--- src/rtl/sreg_pkg.sv ---
package sreg_pkg;

    localparam int DW     = 32;
    localparam int AW     = 8;
    localparam int HIST_W = DW + AW;

    localparam logic [AW-1:0] A_MODE  = 8'h00;
    localparam logic [AW-1:0] A_MUX   = 8'h01;
    localparam logic [AW-1:0] A_VIDEO = 8'h02;
    localparam logic [AW-1:0] A_DIP   = 8'h08;
    localparam logic [AW-1:0] A_RST   = 8'h80;
    localparam logic [AW-1:0] A_VER   = 8'hFF;

    typedef enum logic [2:0] {
        SEL_MODE, SEL_MUX, SEL_VIDEO, SEL_RST, SEL_DIP, SEL_VER, SEL_NONE
    } sel_e;

    typedef struct packed {
        logic          wr;
        logic          rd;
        logic [AW-1:0] addr;
        logic [DW-1:0] data;
    } cmd_t;

    function automatic sel_e decode(input logic [AW-1:0] a);
        case (a)
            A_MODE:  return SEL_MODE;
            A_MUX:   return SEL_MUX;
            A_VIDEO: return SEL_VIDEO;
            A_RST:   return SEL_RST;
            A_DIP:   return SEL_DIP;
            A_VER:   return SEL_VER;
            default: return SEL_NONE;
        endcase
    endfunction

endpackage

--- src/rtl/sreg_sync.sv ---
module sreg_sync #(
    parameter int          W       = 3,
    parameter int          STAGES  = 2,
    parameter logic [W-1:0] RST_VAL = '0
) (
    input  logic         clk,
    input  logic         rst,
    input  logic [W-1:0] d,
    output logic [W-1:0] q
);
    logic [W-1:0] st [STAGES];

    for (genvar i = 0; i < STAGES; i++) begin : g_stage
        if (i == 0) begin : g_first
            always_ff @(posedge clk) begin
                if (rst) st[0] <= RST_VAL;
                else     st[0] <= d;
            end
        end else begin : g_next
            always_ff @(posedge clk) begin
                if (rst) st[i] <= RST_VAL;
                else     st[i] <= st[i-1];
            end
        end
    end

    assign q = st[STAGES-1];
endmodule

--- src/rtl/sreg_frame.sv ---
module sreg_frame
    import sreg_pkg::*;
(
    input  logic          clk,
    input  logic          rst,
    input  logic          sclk,
    input  logic          stb_n,
    input  logic          din,
    input  logic [DW-1:0] rd_data_i,
    output cmd_t          cmd_o,
    output logic          dout_o
);
    localparam int CW = $clog2(DW + 1);

    logic              sclk_q;
    logic              rise, fall;
    logic [HIST_W-1:0] hist;
    logic [DW-1:0]     tx_sr;
    logic [CW-1:0]     tx_left;
    logic              tx_pend;

    assign rise = sclk & ~sclk_q;
    assign fall = ~sclk & sclk_q;

    always_comb begin
        cmd_o.wr   = rise & ~stb_n & din;
        cmd_o.rd   = rise & ~stb_n & ~din;
        cmd_o.addr = hist[AW-1:0];
        cmd_o.data = hist[HIST_W-1:AW];
    end

    always_ff @(posedge clk) begin
        if (rst) begin
            sclk_q  <= 1'b0;
            hist    <= '0;
            tx_sr   <= '0;
            tx_left <= '0;
            tx_pend <= 1'b0;
        end else begin
            sclk_q <= sclk;
            if (rise && stb_n)
                hist <= {hist[HIST_W-2:0], din};
            if (cmd_o.rd) begin
                tx_sr   <= rd_data_i;
                tx_left <= CW'(DW);
                tx_pend <= 1'b0;
            end else begin
                if (rise && stb_n && tx_left != '0) begin
                    tx_left <= tx_left - 1'b1;
                    tx_pend <= 1'b1;
                end
                if (fall && tx_pend) begin
                    tx_sr   <= {tx_sr[DW-2:0], 1'b0};
                    tx_pend <= 1'b0;
                end
            end
        end
    end

    assign dout_o = tx_sr[DW-1];
endmodule

--- src/rtl/sreg_regs.sv ---
module sreg_regs
    import sreg_pkg::*;
#(
    parameter int          DIP_W   = 8,
    parameter logic [31:0] VERSION = 32'h0001_0203,
    parameter int          RST_LEN = 16
) (
    input  logic             clk,
    input  logic             rst,
    input  logic             wr_i,
    input  logic [AW-1:0]    addr_i,
    input  logic [DW-1:0]    data_i,
    input  logic [DIP_W-1:0] dip_i,
    output logic [DW-1:0]    rd_data_o,
    output logic [DW-1:0]    mode_o,
    output logic [DW-1:0]    mux_o,
    output logic [DW-1:0]    video_o,
    output logic             board_rst_o
);
    localparam int RCW = $clog2(RST_LEN + 1);

    logic [DW-1:0]  rstw_r;
    logic [RCW-1:0] rcnt;
    sel_e           sel;

    assign sel = decode(addr_i);

    always_ff @(posedge clk) begin
        if (rst) begin
            mode_o  <= '0;
            mux_o   <= '0;
            video_o <= '0;
            rstw_r  <= '0;
            rcnt    <= '0;
        end else begin
            if (rcnt != '0) begin
                rcnt <= rcnt - 1'b1;
                if (rcnt == RCW'(1)) rstw_r <= '0;
            end
            if (wr_i) begin
                case (sel)
                    SEL_MODE:  mode_o  <= data_i;
                    SEL_MUX:   mux_o   <= data_i;
                    SEL_VIDEO: video_o <= data_i;
                    SEL_RST: begin
                        rstw_r <= data_i;
                        if (data_i[0]) rcnt <= RCW'(RST_LEN);
                    end
                    default: ;
                endcase
            end
        end
    end

    always_comb begin
        case (sel)
            SEL_MODE:  rd_data_o = mode_o;
            SEL_MUX:   rd_data_o = mux_o;
            SEL_VIDEO: rd_data_o = video_o;
            SEL_RST:   rd_data_o = rstw_r;
            SEL_DIP:   rd_data_o = {{(DW-DIP_W){1'b0}}, dip_i};
            SEL_VER:   rd_data_o = VERSION;
            default:   rd_data_o = '0;
        endcase
    end

    assign board_rst_o = (rcnt != '0);
endmodule

--- src/rtl/sreg_slave.sv ---
module sreg_slave
    import sreg_pkg::*;
#(
    parameter int          DIP_W       = 8,
    parameter logic [31:0] VERSION     = 32'h0001_0203,
    parameter int          RST_LEN     = 16,
    parameter int          SYNC_STAGES = 2
) (
    input  logic             clk,
    input  logic             rst,
    input  logic             ser_clk_i,
    input  logic             ser_stb_n_i,
    input  logic             ser_din_i,
    input  logic [DIP_W-1:0] dip_i,
    output logic             ser_dout_o,
    output logic [31:0]      mode_o,
    output logic [31:0]      mux_o,
    output logic [31:0]      video_o,
    output logic             board_rst_o
);
    logic [2:0]    pins_s;
    cmd_t          cmd;
    logic [DW-1:0] rd_data;

    sreg_sync #(.W(3), .STAGES(SYNC_STAGES), .RST_VAL(3'b010)) u_sync (
        .clk (clk),
        .rst (rst),
        .d   ({ser_clk_i, ser_stb_n_i, ser_din_i}),
        .q   (pins_s)
    );

    sreg_frame u_frame (
        .clk       (clk),
        .rst       (rst),
        .sclk      (pins_s[2]),
        .stb_n     (pins_s[1]),
        .din       (pins_s[0]),
        .rd_data_i (rd_data),
        .cmd_o     (cmd),
        .dout_o    (ser_dout_o)
    );

    sreg_regs #(.DIP_W(DIP_W), .VERSION(VERSION), .RST_LEN(RST_LEN)) u_regs (
        .clk         (clk),
        .rst         (rst),
        .wr_i        (cmd.wr),
        .addr_i      (cmd.addr),
        .data_i      (cmd.data),
        .dip_i       (dip_i),
        .rd_data_o   (rd_data),
        .mode_o      (mode_o),
        .mux_o       (mux_o),
        .video_o     (video_o),
        .board_rst_o (board_rst_o)
    );
endmodule

--- config.mk ---
export PLATFORM = sky130hd
export DESIGN_NAME = sreg_slave
export DESIGN_NICKNAME = d
export VERILOG_FILES = /design/src/rtl/sreg_pkg.sv /design/src/rtl/sreg_sync.sv /design/src/rtl/sreg_frame.sv /design/src/rtl/sreg_regs.sv /design/src/rtl/sreg_slave.sv
export SDC_FILE = /design/constraint.sdc
export NUM_CORES = 1
export LEC_CHECK = 0
export BUFFER_PORTS_ARGS = -buffer_cell sky130_fd_sc_hd__buf_4
export CAP_MARGIN = 5
export CORE_MARGIN = 4
export CORE_UTILIZATION = 55
export DETAILED_ROUTE_END_ITERATION = 10
export GPL_TIMING_DRIVEN = 0
export PLACE_DENSITY_LB_ADDON = 0.25
export SLEW_MARGIN = 40
export SYNTH_ARGS = -nofsm -noshare
export SYNTH_HDL_FRONTEND = slang
export SYNTH_SLANG_ARGS = --single-unit
export TNS_END_PERCENT = 100
--- constraint.sdc ---
create_clock -name clk -period 4 [get_ports clk]
set_input_delay 0.8 -clock clk [delete_from_list [all_inputs] [get_ports clk]]
set_output_delay 0.8 -clock clk [all_outputs]
set_load 0.02 [all_outputs]
## Word-level counts from Yosys, hierarchy flattened

Memory sizes are Yosys's and may differ from the RTL's.
Cells that the tools add are included.
W data, S select, Z words.

| storage, ports and cells | value |
|---|---|
| register bits | 213 |
| RAM bits | 6 |
| input bits | 13 |
| output and inout bits | 98 |
| logic and storage cells | 69 |
| memories | 1 |

| operators by class | value |
|---|---|
| $add $sub $neg | 2 |
| equal/unequal tests | 11 |
| muxes and demuxes | 19 |
| bitwise operators | 11 |
| reduce and logical (&&, ||, !) cells | 14 |

Memories:

| name | depth | width | rd ports | clocked after memory_dff | write ports | RTL line | RTL |
|---|---|---|---|---|---|---|---|
| u_sync.st | 2 | 3 | 2 | 0 | 2 | sreg_sync.sv:11 | `logic [W-1:0] st [STAGES];` |

Operator list:

| operator | number |
|---|---|
| $mux W32 | 6 |
| $pmux W32 S6 | 1 |
| $mux W5 | 4 |
| $pmux W3 S6 | 1 |
| $eq A8 B8 Y1 const B | 2 |
| $mux W6 | 2 |
| $eq A8 B1 Y1 const B | 1 |
| $eq A8 B2 Y1 const B | 1 |
| $eq A8 B4 Y1 const B | 1 |
| $logic_not A8 Y1 | 1 |
| $eq A3 B2 Y1 const B | 2 |
| $eq A3 B3 Y1 const B | 2 |
| $mux W3 | 2 |
| $reduce_and A2 Y1 | 3 |
| $reduce_bool A6 Y1 | 1 |
| $sub A6 B1 Y6 const B | 1 |
| $and A1 B1 Y1 | 5 |
| $eq A5 B1 Y1 const B | 1 |
| $reduce_bool A5 Y1 | 1 |
| $sub A5 B1 Y5 const B | 1 |
| $not A1 Y1 | 4 |
| $reduce_bool A2 Y1 | 2 |
| $eq A3 B1 Y1 const B | 1 |
| $logic_and A1 B1 Y1 | 3 |
| 5 further kinds | 8 |

## Logic depth before layout (Yosys ltp)

Gate-level depths: netlist of the first run.

| logic depth | value |
|---|---|
| depth after elaboration | 6 |
| mapped depth | 15 |

## Modules after synthesis

Synthesis of the first run repeated with hierarchy kept, for this count alone.

| second synthesis, totals | value |
|---|---|
| cells, all modules | 1145 |
| area, all modules | 9532.9 um2 |

By module, submodules not included:

| module | instances | cells an instance | area each (um2) | sequential area each (um2) |
|---|---|---|---|---|
| sreg_regs | 1 | 763 | 6177.2 | 2662.6 |
| sreg_frame | 1 | 370 | 3198.1 | 1601.5 |
| sreg_sync | 1 | 12 | 157.7 | 120.1 |

## Least setup slack after synthesis of the first run

Ideal clock, no wire load.

| timing path | value |
|---|---|
| path type | reg2reg |
| from | reg u_frame.hist[1] |
| to | reg u_frame.tx_sr[30] |
| library setup time | 0.079 ns |
| arrival | 3.322 ns |
| data required time | 3.921 ns |
| slack | 0.599 ns |
| stages on the path, launching flop included | 16 |
| cell sequence | dfxtp_1 buf_2 or3_1 buf_2 nor4b_1 o21a_1 inv_2 ha_1 or4b_1 nor4_4 buf_2 buf_2 nand2_1 nand3_1 a221oi_1 a211oi_2 |

| on the way | value |
|---|---|
| cells in the longest elaborated chain, start to end | 5 |
| elaborated cells on any way between the ends | 15 |
| classes of those cells | 10 x eq/ne; 3 x mux; 2 x reduce/logical |

RTL lines:

| element | RTL line | RTL |
|---|---|---|
| start: declaration | sreg_frame.sv:17 | `logic [HIST_W-1:0] hist;` |
| start signal: assignment | sreg_frame.sv:42 | `hist <= {hist[HIST_W-2:0], din};` |
| $eq A8 B8 Y1, or another cell as far along | sreg_pkg.sv:26 | `case (a)` |
| $pmux W3 S6 (*) | sreg_pkg.sv:26 |  |
| $eq A3 B3 Y1, or another cell as far along | sreg_regs.sv:56 | `case (sel)` |
| $pmux W32 S6 (*) | sreg_regs.sv:56 |  |
| $mux W32 (*) | sreg_frame.sv:43 | `if (cmd_o.rd) begin` |
| end signal: assignment | sreg_frame.sv:44 | `tx_sr <= rd_data_i;` |
| end signal: assignment | sreg_frame.sv:53 | `tx_sr <= {tx_sr[DW-2:0], 1'b0};` |
| end: declaration | sreg_frame.sv:18 | `logic [DW-1:0] tx_sr;` |

Every way passes the cells marked *; elsewhere a longest branch is shown, timed or not.
A chain may end at the register's enable or synchronous reset.

## Worst setup path in the final report of the first run

| timing path | value |
|---|---|
| from | reg u_frame.hist[1] |
| to | reg u_frame.tx_sr[29] |

Same word-level chain as after synthesis.

==> results.py, run 1 <==
metrics = {
    "worst_setup_path": {
        "critPathBufInv": 5,
        "rr_startpoint": "u_frame.hist[1]$_SDFFE_PP0P_",
        "max_stage_delay_ps": 540,
        "crit_type": "register to register",
        "start_kind": "register",
        "worstPathMaxFanout": 10,
        "critPathSlowestCell": "or4b_1",
        "worstPathArrival_ps": 4250,
        "crit_path_end_kind": "register",
        "crit_start": "u_frame.hist[1]$_SDFFE_PP0P_",
        "critPathTopFamily": "simple AND/OR/NAND/NOR gates",
        "critPathRequiredTime_ps": 4430,
        "crit_top_cell": "buf_2",
        "crit_chain": "buf_2 -> or3_1 -> buf_2 -> nor4b_2 -> o21a_1 -> inv_2 -> ha_2 -> or4b_1 -> nor4_4 -> buf_4 -> clkbuf_4 -> nand2_1 -> nand3_1 -> a221oi_1 -> a211oi_2",
    },
    "yosys": {
        "synth-seq-cells": 219,
        "synth_area_leaders": "dfxtp_1, nand2_1, a21oi_1, nand3_1, a211oi_2",
        "netlist_top_cells_count": "nand2_1, dfxtp_1, a21oi_1",
        "synth_cell_types": 51,
        "async_flop_share": 0,
        "yosys.cell_count.top_type": "nand2_1",
        "synth_top_area_share": 0.469,
        "synth-edff-count": 0,
        "synthesis.nets": 1186,
        "synth_top_area_cell": "dfxtp_1",
        "avgSynthCellArea_um2": 8.01,
        "syn_area_um2": 9350,
        "syn_inst": 1168,
        "yosys_warnings": 0,
        "ys_seq_area_frac": 0.469,
        "ys.flop_type": "dfxtp_1",
    },
    "clock_network": {
        "ctsHoldBuffers": 0,
        "cts.htree.levels": 1,
        "clk_path_buf_depth": 3,
        "path_clk_slew_ps": 60,
        "cts_tree": "built",
        "cts_buffers": 23,
        "clk-insertion-delay-late_ps": 520,
        "cts_root_buf": "clkbuf_16",
        "cts_sinks": 219,
    },
    "die": {
        "rows": 47,
        "pin_count": 111,
        "dieWidth_um": 138,
        "die-area_um2": 19200,
        "start_util": 0.562,
        "die_h_um": 138,
        "coreArea_um2": 16600,
    },
    "drt": {
        "wl_per_cell_um": 19.1,
        "drc": 0,
        "drt_iter0_drc": 947,
        "drt_pass1_iterations": 6,
        "viasPerCell": 5.99,
        "totalWireLength_um": 29400,
        "ant_nets": 0,
        "vias": 9213,
    },
    "place": {
        "dp_cells": 1498,
        "dp_hpwl_um": 20400,
        "pre_cts_ws_ps": -109,
        "io_buffer_count": 110,
        "place_area_um2": 10500,
        "gp_congestion": 0.949,
    },
    "power_and_ir_drop": {
        "peakVddDrop_mv": 0.359,
        "p_per_area_nw_per_um2": 416,
        "p_leak_nw": 4.11,
    },
    "timing": {
        "fin_crit_sh": 0.954,
        "hold_slack_ps": 406,
        "slew_violations": 0,
        "rsz0062_at_grt": "false",
        "fin_ws_ps": 186,
        "finalSetupViolCount": 0,
        "tightest_slew_ps": 915,
        "fmax_mhz": 262,
        "hold_violations": 0,
        "period_needed_ps": 3810,
        "slew_headroom": 0.386,
        "clock_skew_ps": 17.5,
    },
    "layout": {
        "fill_cells": 1375,
        "nNetsFinal": 1322,
        "area_growth_pct": 20.4,
        "design_area_um2": 11300,
        "register_area_um2": 4380,
        "antenna_cells": 0,
        "final_core_util": 0.676,
        "drive_above_1_share": 0.165,
        "fin_cells": 1539,
        "multiInputGateArea_um2": 4460,
    },
    "grt": {
        "antenna_found_initial": 0,
        "grt_pass1_wl_um": 45700,
        "grt_pass1_vias": 8574,
        "track_usage": 0.290,
        "globalRouteOverflowTotal": 0,
        "grt_max_degree": 14,
    },
    "status": {
        "outcome": "finished, final reports clean",
    },
    "flow_run": {
        "drv_cap": 0,
    },
    "min_path": {
        "hold_class": "register to register",
        "worstHoldStart": "u_sync.st[0][1]$_SDFF_PP1_",
    },
}
-- state kept, by name, summed over array words and instances, names as in the netlist --
name and cells:
u_frame.tx_left 6, u_frame.hist 40, u_frame.tx_pend 1, u_regs.video_o 32, u_regs.rcnt 5, u_frame.sclk_q 1
u_sync.st 6, u_regs.mux_o 32, u_regs.rstw_r 32, u_frame.tx_sr 32, u_regs.mode_o 32
-- kinds of logic (layout without fill, tap and decap cells) --
family                     count (synthesis)  after routing  share of synthesized area
and+or+nand+nor                          499            499                      0.231
AOI/OAI and AO/OA                        326            326                      0.224
buffers and inverters                    106            257                     0.0562
DFF                                      219            219                      0.469
xor gates and xnor gates                   9              9                    0.00843
adders and majority gates                  5              5                    0.00669
muxes                                      4              4                    0.00441
-- per-layer routing --
metal | routed length, um | part of all wire | GRT usage | vias to the layer above
li1 | - | - | - | 4278
met1 | 12100 | 0.41 | 0.389 | 4345
met2 | 13200 | 0.45 | 0.458 | 497
met3 | 3020 | 0.10 | 0.0660 | 93
met4 | 1120 | 0.038 | 0.109 | 0
met5 | 0 | 0 | 0 | -
-- placed cells by master, fill, tap and decap left out, drive strengths merged, types with 7 or more instances in the layout --
| master | instances |
|---|---|
| a211oi | 35 |
| a21oi | 180 |
| a221o | 13 |
| a221oi | 23 |
| buf | 147 |
| clkbuf | 97 |
| dfxtp | 219 |
| inv | 7 |
| nand2 | 364 |
| nand3 | 65 |
| nor2 | 18 |
| nor2b | 7 |
| nor3 | 10 |
| o21a | 8 |
| o21ai | 29 |
| o21bai | 29 |
-- power breakdown --
part	switching [W]	total [W]	internal (W)
Sequential	0.0000181	0.00222	0.00220
Clock	0.000880	0.00219	0.00131
Combinational	0.000178	0.000263	0.0000853
Total	0.00108	0.00468	0.00360
-- timing repair --
action,in CTS,in global routing
cloned,0,0
pin swaps,1,0
resized for setup,2,2
setup buffers,1,0
endpoints found under the setup margin,19,17
-- area by class of cell --
| class | count | share of cell area |
|---|---|---|
| multi-input cells | 843 | 0.396 |
| flip-flops and latches | 219 | 0.389 |
| repair buffers | 111 | 0.0740 |
| clock buffers | 33 | 0.0607 |
| plain buffers | 100 | 0.0451 |
| well taps | 220 | 0.0245 |
| clock inverters | 7 | 0.00834 |
| inverters | 6 | 0.00200 |
-- per-stage QoR --
step	power (W)	TNS, ps
2_1_floorplan	0.00243	0
3_3_place_gp	0.00252	-119
3_5_place_dp	0.00252	-568
4_1_cts	0.00467	0
5_1_grt	0.00478	0
6_report	0.00468	0
-- path summary, 6_finish.rpt --
kind | endpoint | slack, ps | cells past startpoint
setup / recovery | u_frame.tx_sr[29]$_SDFFE_PP0P_ | 190 | 15
hold / removal | u_sync.st[1][1]$_SDFF_PP1_ | 410 | 1
setup reg to reg | u_frame.tx_sr[29]$_SDFFE_PP0P_ | 190 | 15
hold reg to reg | u_sync.st[1][1]$_SDFF_PP1_ | 410 | 1
Power figures use the tool's default switching activity.
==> run 2: changes to the inputs <==
ABC_AREA = 1   (was not set)
==> run 2 against run 1 <==
Effect of this change:
- via count down 0.71%
- area after synthesis down 3.1%
- clock power down 7%
- cell count up 1.3%
- sequential share of layout area up 1.4 points
- combinational power up 90%
- register-to-register slack better by 400 ps
- die area down 2.9%
- core utilization up 0.24 points
- count of clock-buffer cells in the layout down 1
- non-clock buffer count down 19
- first-iteration DRC count up 7.7%
- critical path type unchanged
==> results.py, run 2 <==
metrics = {
    "layout": {
        "final_cell_mix": "dfxtp_1, a21oi_1, o21ai_0, nand2_1, buf_4",
        "regMostFlops": "u_frame.hist",
        "final_common_cell": "dfxtp_1",
        "drive_above_1_share": 0.150,
        "largest_reg_flops": 40,
        "area_growth_pct": 19.8,
        "nNetsFinal": 1349,
        "antenna_cells": 0,
    },
    "drt": {
        "totalWireLength_um": 28800,
        "viasPerCell": 5.87,
        "drt_pass1_iterations": 6,
        "vias": 9148,
        "drc": 0,
        "wl_per_cell_um": 18.5,
        "drt_iter0_drc": 1020,
        "ant_nets": 0,
    },
    "worst_setup_path": {
        "worstPathMaxFanout": 10,
        "rrSetupSlack_ps": 580,
        "crit_chain": "nor2_1 -> nand3_1 -> nor2_4 -> nor2_8 -> buf_1 -> ha_1 -> nand2_2 -> nand2_2 -> nor3_4 -> nand2_1 -> clkbuf_1 -> o21ai_0 -> a21oi_1",
        "crit_path_end_kind": "register",
        "max_stage_delay_ps": 470,
        "r2r_end": "u_regs.mode_o[29]$_SDFFE_PP0P_",
        "critPathSlowestCell": "nor3_4",
        "crit_start": "u_frame.hist[1]$_SDFFE_PP0P_",
        "start_kind": "register",
        "critPathRequiredTime_ps": 4380,
        "r2r_cells": 13,
        "critPathTopFamily": "simple AND/OR/NAND/NOR gates",
        "crit_type": "register to register",
        "critPathBufInv": 2,
        "crit_top_cell": "nand2_2",
        "worstPathArrival_ps": 3800,
        "rr_startpoint": "u_frame.hist[1]$_SDFFE_PP0P_",
    },
    "place": {
        "dp_hpwl_um": 20000,
        "io_buffer_count": 110,
        "gp_congestion": 0.970,
    },
    "die": {
        "die_h_um": 136,
        "start_util": 0.566,
        "dieWidth_um": 136,
        "die-area_um2": 18600,
        "rows": 46,
        "coreArea_um2": 16000,
        "pin_count": 111,
    },
    "yosys": {
        "async_flop_share": 0,
        "synth_area_leaders": "dfxtp_1, a21oi_1, o21ai_0, nand2_1, inv_1",
        "syn_area_um2": 9060,
        "yosys_warnings": 0,
        "synth-edff-count": 0,
        "avgSynthCellArea_um2": 7.58,
        "synth-seq-cells": 219,
        "syn_inst": 1196,
        "ys.flop_type": "dfxtp_1",
        "ys_seq_area_frac": 0.484,
        "synth_top_area_cell": "dfxtp_1",
        "synth_cell_types": 35,
        "synthesis.nets": 1214,
        "synth_top_area_share": 0.484,
        "yosys.cell_count.top_type": "dfxtp_1",
        "netlist_top_cells_count": "dfxtp_1, a21oi_1, o21ai_0",
    },
    "timing": {
        "fmax_mhz": 293,
        "slew_violations": 0,
        "fin_crit_sh": 0.855,
        "tns_ps": 0,
        "hold_slack_ps": 403,
        "hold_violations": 0,
        "finalSetupViolCount": 0,
        "clock_skew_ps": 13.0,
        "tightest_slew_ps": 764,
        "slew_headroom": 0.489,
        "period_needed_ps": 3420,
        "rsz0062_at_grt": "false",
    },
    "grt": {
        "antenna_found_initial": 0,
        "grt_pass1_wl_um": 44500,
        "grt_pass1_vias": 8432,
        "grt_max_degree": 14,
        "globalRouteOverflowTotal": 0,
        "track_usage": 0.305,
    },
    "power_and_ir_drop": {
        "p_leak_nw": 4.44,
        "comb_power_share": 0.104,
        "p_per_area_nw_per_um2": 442,
        "power.internal_w": 0.00355,
        "pwr-share-seq": 0.471,
        "peakVddDrop_mv": 0.364,
        "switching_share": 0.260,
        "switching_power_w": 0.00125,
        "pwr-share-clk": 0.425,
    },
    "clock_network": {
        "cts_resized": 0,
        "cts_sinks": 219,
        "cts_root_buf": "clkbuf_16",
        "ctsHoldBuffers": 0,
        "cts.htree.levels": 1,
        "cts_buffers": 23,
        "path_clk_slew_ps": 70,
        "cts_tree": "built",
        "postCtsSetupBuffers": 0,
        "clk-insertion-delay-late_ps": 500,
        "clk_path_buf_depth": 3,
    },
    "flow_run": {
        "drv_cap": 0,
    },
    "min_path": {
        "hold_class": "register to register",
        "worstHoldStart": "u_sync.st[0][2]$_SDFF_PP0_",
        "min_to": "u_sync.st[1][2]$_SDFF_PP0_",
        "whs_path_depth": 2,
    },
    "status": {
        "outcome": "finished, final reports clean",
    },
}
-- run 2: cell count changes in the layout (fill, tap and decap cells not counted), sizes merged, moves of 25 or more --
cell	previous run	this run
a21oi	180	205
inv	7	105
nand2	364	189
nor2	18	67
o21ai	29	201
o21bai	29	0
-- run 2: cells by family after synthesis --
family	Yosys count	synth area share
buffers and inverters	188	0.0846
flip-flops	219	0.484
adder cells (fa/ha/maj)	5	0.00690
AND/OR/NAND/NOR	339	0.168
XOR/XNOR	4	0.00387
AO/OA/AOI/OAI	441	0.253
-- run 2: metal layers --
metal | share of wire | vias to the layer above | track usage | wire, um
li1 | - | 4300 | - | -
met1 | 0.40 | 4191 | 0.403 | 11600
met2 | 0.44 | 555 | 0.477 | 12800
met3 | 0.11 | 102 | 0.0714 | 3070
met4 | 0.047 | 0 | 0.137 | 1350
met5 | 0 | - | 0 | 0
-- run 2: metrics by stage --
stage | setup slack, ps | std cells | power (W) | instance area [um2] | utilization
after floorplan | 1650 | 1196 | 0.00263 | 9060 | -
after global placement | 758 | 1522 | 0.00278 | 10200 | 0.635
after detailed placement | 724 | 1522 | 0.00279 | 10200 | 0.635
after CTS | 729 | 1559 | 0.00479 | 10900 | 0.679
after global routing | 400 | 1559 | 0.00493 | 10900 | 0.679
final | 581 | 1559 | 0.00480 | 10900 | 0.679
-- run 2: area by class of cell --
cell class                 instances  area [um2]
timing repair buffer             110         826
sequential                       219        4380
clock buffer                      32         649
inverter                         106         398
clock inverter                     5        52.6
fill                            1419        5140
buffer                            82         369
multi-input combinational        789        3910
tap                              216         270
-- run 2: worst min-delay path, cell delays in order (launching register included) --
cell and delay (ps):
dfxtp_1 300, inv_1 40, nor2_1 30
-- run 2: worst max path at each step --
stage | to | slack [ps] | cells past startpoint
floorplan | u_regs.mode_o[1]$_SDFFE_PP0P_ | 1650 | 14
detailed placement | u_regs.mode_o[29]$_SDFFE_PP0P_ | 720 | 13
global placement | u_regs.mode_o[29]$_SDFFE_PP0P_ | 760 | 13
CTS | u_regs.mode_o[29]$_SDFFE_PP0P_ | 730 | 13
finish | u_regs.mode_o[29]$_SDFFE_PP0P_ | 580 | 13
global route | u_regs.mode_o[29]$_SDFFE_PP0P_ | 400 | 14
-- run 2: power groups by stage --
| stage | Sequential, W | Combinational (W) | Clock, W |
|---|---|---|---|
| floorplan | 0.00230 | 0.000325 | 0 |
| global placement | 0.00231 | 0.000475 | 0 |
| detailed placement | 0.00231 | 0.000484 | 0 |
| CTS | 0.00226 | 0.000487 | 0.00204 |
| global route | 0.00227 | 0.000543 | 0.00212 |
| finish | 0.00226 | 0.000500 | 0.00204 |
